$ cat config.mk
export PLATFORM = sky130hd
export DESIGN_NAME = rs485_uart_tx
export DESIGN_NICKNAME = d
export VERILOG_FILES = /design/src/rtl/rs485_pkg.sv /design/src/rtl/rs485_tx_hold.sv /design/src/rtl/rs485_tx_shift.sv /design/src/rtl/rs485_tx_dir.sv /design/src/rtl/rs485_uart_tx.sv
export SDC_FILE = /design/constraint.sdc
export NUM_CORES = 1
export LEC_CHECK = 0
export ABC_AREA = 1
export BUFFER_PORTS_ARGS = -buffer_cell sky130_fd_sc_hd__buf_4
export CORE_UTILIZATION = 31
export CTS_CLUSTER_SIZE = 14
export DETAILED_ROUTE_END_ITERATION = 7
export MAX_ROUTING_LAYER = met4
export PLACE_DENSITY = 0.57
export SYNTH_ARGS = -nofsm -noshare
export SYNTH_HDL_FRONTEND = slang
export SYNTH_HIERARCHICAL = 1
export SYNTH_SLANG_ARGS = --single-unit
$ cat constraint.sdc
create_clock -name clk -period 2.4 [get_ports clk]
set_input_delay 0.12 -clock clk [delete_from_list [all_inputs] [get_ports clk]]
set_output_delay 0.12 -clock clk [all_outputs]
set_load 0.02 [all_outputs]
$ cat src/rtl/rs485_pkg.sv
package rs485_pkg;
  localparam int unsigned UART_DW  = 8;
  localparam int unsigned UART_OVS = 16;
endpackage

$ cat src/rtl/rs485_tx_hold.sv
module rs485_tx_hold #(
  parameter int unsigned DW = rs485_pkg::UART_DW
) (
  input  logic          clk,
  input  logic          rst_n,
  input  logic          wr_valid,
  output logic          wr_ready,
  input  logic [DW-1:0] wr_data,
  input  logic          take,
  output logic          full,
  output logic [DW-1:0] data
);
  assign wr_ready = !full;

  always_ff @(posedge clk) begin
    if (!rst_n) begin
      full <= 1'b0;
      data <= '0;
    end else if (take) begin
      full <= 1'b0;
    end else if (wr_valid && !full) begin
      full <= 1'b1;
      data <= wr_data;
    end
  end

  assert_no_overwrite_R10: assert property (@(posedge clk) disable iff (!rst_n)
    (full && !take) |=> (full && $stable(data)));
endmodule

$ cat src/rtl/rs485_tx_shift.sv
module rs485_tx_shift #(
  parameter int unsigned DW  = rs485_pkg::UART_DW,
  parameter int unsigned OVS = rs485_pkg::UART_OVS
) (
  input  logic          clk,
  input  logic          rst_n,
  input  logic          baud_tick,
  input  logic          hold_full,
  input  logic [DW-1:0] hold_data,
  output logic          load,
  output logic          busy,
  output logic          frame_end,
  output logic          tx_raw
);
  localparam int unsigned FRAME_W = DW + 2;
  localparam int unsigned IDX_W   = $clog2(FRAME_W);
  localparam int unsigned CNT_W   = $clog2(OVS);
  localparam logic [CNT_W-1:0] CNT_LAST = CNT_W'(OVS - 1);
  localparam logic [IDX_W-1:0] IDX_LAST = IDX_W'(FRAME_W - 1);

  logic [FRAME_W-1:0] shreg;
  logic [CNT_W-1:0]   tick_cnt;
  logic [IDX_W-1:0]   bit_idx;

  assign frame_end = busy && baud_tick && (tick_cnt == CNT_LAST) && (bit_idx == IDX_LAST);
  assign load      = hold_full && (!busy || frame_end);
  assign tx_raw    = shreg[0];

  always_ff @(posedge clk) begin
    if (!rst_n) begin
      busy     <= 1'b0;
      shreg    <= '1;
      tick_cnt <= '0;
      bit_idx  <= '0;
    end else if (load) begin
      busy     <= 1'b1;
      shreg    <= {1'b1, hold_data, 1'b0};
      tick_cnt <= '0;
      bit_idx  <= '0;
    end else if (frame_end) begin
      busy     <= 1'b0;
      shreg    <= '1;
      tick_cnt <= '0;
      bit_idx  <= '0;
    end else if (busy && baud_tick) begin
      if (tick_cnt == CNT_LAST) begin
        tick_cnt <= '0;
        bit_idx  <= bit_idx + 1'b1;
        shreg    <= {1'b1, shreg[FRAME_W-1:1]};
      end else begin
        tick_cnt <= tick_cnt + 1'b1;
      end
    end
  end

  assert_start_bit_R2: assert property (@(posedge clk) disable iff (!rst_n)
    load |=> (busy && !tx_raw));
  assert_back_to_back_R3: assert property (@(posedge clk) disable iff (!rst_n)
    (frame_end && hold_full) |=> busy);
  assert_idle_high_R1: assert property (@(posedge clk) disable iff (!rst_n)
    !busy |-> tx_raw);
endmodule

$ cat src/rtl/rs485_tx_dir.sv
module rs485_tx_dir (
  input  logic clk,
  input  logic rst_n,
  input  logic dir_en,
  input  logic de_active_low,
  input  logic irq_en,
  input  logic busy,
  input  logic tx_raw,
  input  logic frame_end,
  input  logic hold_full,
  input  logic wr_fire,
  output logic tx_line,
  output logic drv_en,
  output logic drv_oe,
  output logic tx_empty,
  output logic shift_irq
);
  logic irq_q;

  assign tx_line   = dir_en ? tx_raw : 1'b1;
  assign drv_en    = busy ^ de_active_low;
  assign drv_oe    = dir_en;
  assign tx_empty  = !hold_full && !busy;
  assign shift_irq = irq_q;

  always_ff @(posedge clk) begin
    if (!rst_n)                       irq_q <= 1'b0;
    else if (!irq_en)                 irq_q <= 1'b0;
    else if (wr_fire)                 irq_q <= 1'b0;
    else if (frame_end && !hold_full) irq_q <= 1'b1;
  end

  assert_irq_when_idle_R5: assert property (@(posedge clk) disable iff (!rst_n)
    irq_q |-> !busy);
  assert_irq_masked_R6: assert property (@(posedge clk) disable iff (!rst_n)
    !irq_en |=> !irq_q);
endmodule

$ cat src/rtl/rs485_uart_tx.sv
module rs485_uart_tx #(
  parameter int unsigned DW  = rs485_pkg::UART_DW,
  parameter int unsigned OVS = rs485_pkg::UART_OVS
) (
  input  logic          clk,
  input  logic          rst_n,
  input  logic          wr_valid,
  output logic          wr_ready,
  input  logic [DW-1:0] wr_data,
  input  logic          baud_tick,
  input  logic          dir_en,
  input  logic          de_active_low,
  input  logic          irq_en,
  output logic          tx_line,
  output logic          drv_en,
  output logic          drv_oe,
  output logic          tx_empty,
  output logic          shift_irq
);
  logic          hold_full, load, busy, frame_end, tx_raw;
  logic [DW-1:0] hold_data;

  rs485_tx_hold #(.DW(DW)) u_hold (
    .clk(clk), .rst_n(rst_n), .wr_valid(wr_valid), .wr_ready(wr_ready),
    .wr_data(wr_data), .take(load), .full(hold_full), .data(hold_data)
  );

  rs485_tx_shift #(.DW(DW), .OVS(OVS)) u_shift (
    .clk(clk), .rst_n(rst_n), .baud_tick(baud_tick), .hold_full(hold_full),
    .hold_data(hold_data), .load(load), .busy(busy), .frame_end(frame_end),
    .tx_raw(tx_raw)
  );

  rs485_tx_dir u_dir (
    .clk(clk), .rst_n(rst_n), .dir_en(dir_en), .de_active_low(de_active_low),
    .irq_en(irq_en), .busy(busy), .tx_raw(tx_raw), .frame_end(frame_end),
    .hold_full(hold_full), .wr_fire(wr_valid && wr_ready),
    .tx_line(tx_line), .drv_en(drv_en), .drv_oe(drv_oe),
    .tx_empty(tx_empty), .shift_irq(shift_irq)
  );

  assert_empty_means_ready_R4: assert property (@(posedge clk) disable iff (!rst_n)
    tx_empty |-> wr_ready);
endmodule

* Yosys cells after proc, flatten, opt, wreduce, memory -nomap -nowiden
Index checks and enable logic that the tools add are counted.
Word-level totals: input bits 15, RAM bits 0, latch bits 0, output and inout port bits 6, memory bits (read-only) 0, memories kept 0, register bits after elaboration 28
Cells by class: add/sub/neg operators 2, $lt $le $gt $ge 0, bitwise gates (word level) 4, multiplexer cells 8, div/mod/pow operators 0, equality and inequality tests 2, $mul 0, reductions and logical operators 19, shifts and indexed selects 0
Operators with widths (count):
- 9-bit two-way mux | 4
- 4-bit by 1-bit adder with 4-bit output (second input constant) | 2
- 4-bit equality test (second input constant) | 2
- 1-bit logical AND | 7
- 2-bit AND reduction | 3
- 3-bit nonzero test | 2
- 3-bit OR reduction | 2
- 4-bit two-way mux | 1
- 1-bit two-way mux | 3
- 1-bit NOT | 3
- 1-bit zero test | 2
- 2-bit nonzero test | 1
- 2-bit OR reduction | 1
- 1-bit logical OR | 1
- 1-bit bitwise XOR | 1

* Longest topological paths before layout
word-level depth 7, gate-level depth with buffers 13

* Hierarchy
The synthesis kept the hierarchy.
By module, submodules not included:
- rs485_tx_shift | sequential area each 360.3 um^2, cells an instance 155, times used 1, area an instance 1121.1 um^2
- rs485_tx_hold | sequential area each 180.2 um^2, cells an instance 57, times used 1, area an instance 410.4 um^2
- rs485_tx_dir | sequential area each 20.0 um^2, cells an instance 14, times used 1, area an instance 80.1 um^2
- rs485_uart_tx | sequential area each 0.0 um^2, cells an instance 2, times used 1, area an instance 7.5 um^2

* Least setup slack after synthesis
No wires, ideal clock.
path type register to register, start register u_shift.tick_cnt[1], end register u_hold.data[0], library setup time 0.115 ns, data required time 2.285 ns, cell stages (with the launch flop) 12, buffers on the path 1, arrival time 1.557 ns, path slack 0.728 ns, cells stage by stage dfxtp_1 -> ha_1 -> nand3_2 -> nor2_4 -> nand2_4 -> nand2_8 -> nand2_8 -> inv_1 -> nor2_4 -> buf_6 -> a21oi_1 -> nor2_1
Between the ends: longest elaborated chain between the ends 7
Ends and longest elaborated chain:
- from (decl) | RTL line rs485_tx_shift.sv:22 | logic [CNT_W-1:0] tick_cnt;
- from (signal assigned) | RTL line rs485_tx_shift.sv:51 | tick_cnt <= tick_cnt + 1'b1;
- 4-bit equality test | RTL line rs485_tx_shift.sv:25 | assign frame_end = busy && baud_tick && (tick_cnt == CNT_LAST) && (bit_idx == IDX_LAST);
- 1-bit logical AND (2 in a row) | RTL line rs485_tx_shift.sv:25
- 1-bit logical OR | RTL line rs485_tx_shift.sv:26 | assign load = hold_full && (!busy || frame_end);
- 1-bit logical AND | RTL line rs485_tx_shift.sv:26
- via load | RTL line rs485_uart_tx.sv:20 | logic hold_full, load, busy, frame_end, tx_raw;
- 1-bit NOT (no line)
- 2-bit AND reduction (no line)
- to (signal assigned) | RTL line rs485_tx_hold.sv:23 | data <= wr_data;
- to (decl) | RTL line rs485_tx_hold.sv:11 | output logic [DW-1:0] data
The timed path passes the listed nets, and every way through them passes these cells. A chain may end at the register's enable or synchronous reset.

* Final worst setup path
start register u_shift.tick_cnt[1], end register u_hold.data[3]
The elaborated chain is that of the path after synthesis.

==> results.ini <==
[logic_synthesis]
synthTopCellsByCount=nand2_1 (41), inv_1 (38), nor2_1 (30)
syn_nets=246
yosysMostFrequentCell=nand2_1
synth-warning-count=6
synthCells=228
synth_area_sq_um=1620
postSynthAreaPerCell_sq_um=7.10
synthTopCellsByArea=dfxtp_1 (35%), nand2_1 (9.5%), inv_1 (8.8%), nand3_1 (8.3%), nor2_1 (7.0%)
synth_top_area_share_pct=34.6
synth_edf_count=0
synth_cell_types=26
async_flop_share_pct=0
ys_ff_latch=28
ys_seq_area_share_pct=34.6
synth-main-ff-cell=dfxtp_1
synth_top_area_cell=dfxtp_1

[critical_path]
cp.buffers_inverters=1
crit_slowest_cell=dfxtp_1
crit_type=flop to flop
critPathMaxStageDelay_ns=0.35
crit_family=simple AND/OR/NAND/NOR gates
worstPathRequired_ns=2.58
cp_max_fo=16
endpoint_kind=flop
critical_path_arrival_ns=1.92
cp-start-kind=flop
cp_cell_sequence=ha_1 > nand3_2 > nor2_4 > nand2_4 > nand2_8 > nand2_8 > inv_1 > nor2_4 > nand3_1 > nand2_1 > nor2_1

[placement]
dp_hpwl_um=2110
numPortBuffers=20
place_ws_ns=0.659
post-place-cells=310
place_congestion=0.732

[clocking]
ctsResizeCount=0
cts_made_buffers=3
clk_latency_ns=0.28
tritoncts=done
ctsHoldBuffers=0
htree_levels=1
clk_path_buf_depth=2
clockRootBuffer=clkbuf_8
cts_setup_buffers=0
clk_pin_slew_worst_paths_ns=0.10
cts_sinks=28

[sta]
worstMarginPinSlew_ns=0.359
hold_violations=0
fmax_mhz=574
slew_viol_final=0
post-route-period-util_pct=72.6
slew_headroom_pct=75.9
fin_crit_ns=1.74
finClkSkew_ns=0.00630
tns_ns=0
postLayoutSetupSlackWorst_ns=0.658
rsz0062_at_grt=no
setup_viol=0

[grt]
antenna_found_initial=0
grt_start_max_net_pins=19
grt_use_total_pct=12.3
grt_pass1_wl_um=5130
grt_pass1_vias=1124
overflow=0

[routing]
drcViolationCount=0
via_count=1311
routed_wl_um=2900
firstDrtPassIters=4
drtIter0Drc=41
antenna_left=0
wl_per_cell_um=9.24
via_per_inst=4.18

[floorplanning]
die_h_um=74.3
coreArea_sq_um=4880
start_util_pct=33.2
num_rows=25
io_pins=21
die_w_um=74.3
die-area_sq_um=5520

[run]
maxCapViolCount=0

[layout]
utilization_pct=38.5
nNetsFinal=266
area_growth_syn_to_layout_pct=16.1
regArea_sq_um=561
final_cell_count_no_fill=314
drive_gt1_share_pct=20.6
multi_input_area_sq_um=841
num-fill-cells=545
n_antenna_cell=0

[pwr]
ir_drop_uv=335
powerDensity_nw_per_um2=583
leakagePower_nw=0.893

[worst_hold_path]
hold_class=input pin to flop

[status]
status=completed

-- cell usage in the layout, fill, tap and decap left out, drive strengths merged --
cell    netlist  layout
a21oi        10      10
buf           7      22
bufinv        0       1
clkbuf        0       3
clkinv        1       1
dfxtp        28      28
ha            3       3
inv          41      41
nand2        48      48
nand3        28      28
nand4         1       1
nor2         43      43
nor3          1       1
nor3b         1       1
o211ai        8       8
o21ai         4       4
xnor2         1       1
xor2          3       3
-- area by class of cell --
type	count	share of cell area, %
clock buffer	3	2.20
clock inverter	1	1.60
inverter	42	8.39
multi-input combinational	151	44.7
sequential	28	29.8
tap	67	4.46
timing repair buffer	22	8.79
-- cell families after synthesis --
logic type / count (synthesis) / share of synthesized area (%)
AO/OA/AOI/OAI: 22 / 8.73
XOR/XNOR: 4 / 2.16
adder cells (fa/ha/maj): 3 / 2.32
buffers and inverters: 49 / 13.4
flip-flops: 28 / 34.6
AND/OR/NAND/NOR: 122 / 38.7
-- state kept, by name, indices dropped and copies added, names as in the netlist --
| register | count |
|---|---|
| u_dir/shift_irq | 1 |
| u_hold/data | 8 |
| u_hold/full | 1 |
| u_shift/bit_idx | 4 |
| u_shift/busy | 1 |
| u_shift/shreg | 9 |
| u_shift/tick_cnt | 4 |
-- routing by layer --
layer  share of wire, %  up-vias  global-route usage, %
met4               0.59        0                   2.52
li1                   -      744                      -
met5                  0        -                      -
met3                4.0        2                   3.25
met1                 53      540                   16.4
met2                 42       25                   18.7
-- through the flow --
stage / total power (W) / instance area, sq um / hold WS (ns)
floorplan: 0.000688 / 1620 / 0.189
global placement: 0.000738 / 1810 / 0.388
detailed placement: 0.000737 / 1810 / 0.390
CTS: 0.00111 / 1880 / 0.0889
global route: 0.00116 / 1880 / 0.0991
finish: 0.00110 / 1880 / 0.0952
-- power by group --
group | switching [W] | internal [W]
logic | 0.000124 | 0.0000860
registers | 0.0000191 | 0.000496
clock network | 0.000148 | 0.000223
-- worst paths after layout --
check	startpoint	end	slack (ns)	cells after the start
max	u_shift/tick_cnt[1]	u_hold/data[3]	0.66	11
min	rst_n	u_shift/shreg[0]	0.1	2
max reg2reg	u_shift/tick_cnt[1]	u_hold/data[3]	0.66	11
min reg2reg	u_hold/data[4]	u_hold/data[4]	0.50	2
Power figures use the tool's default switching activity.
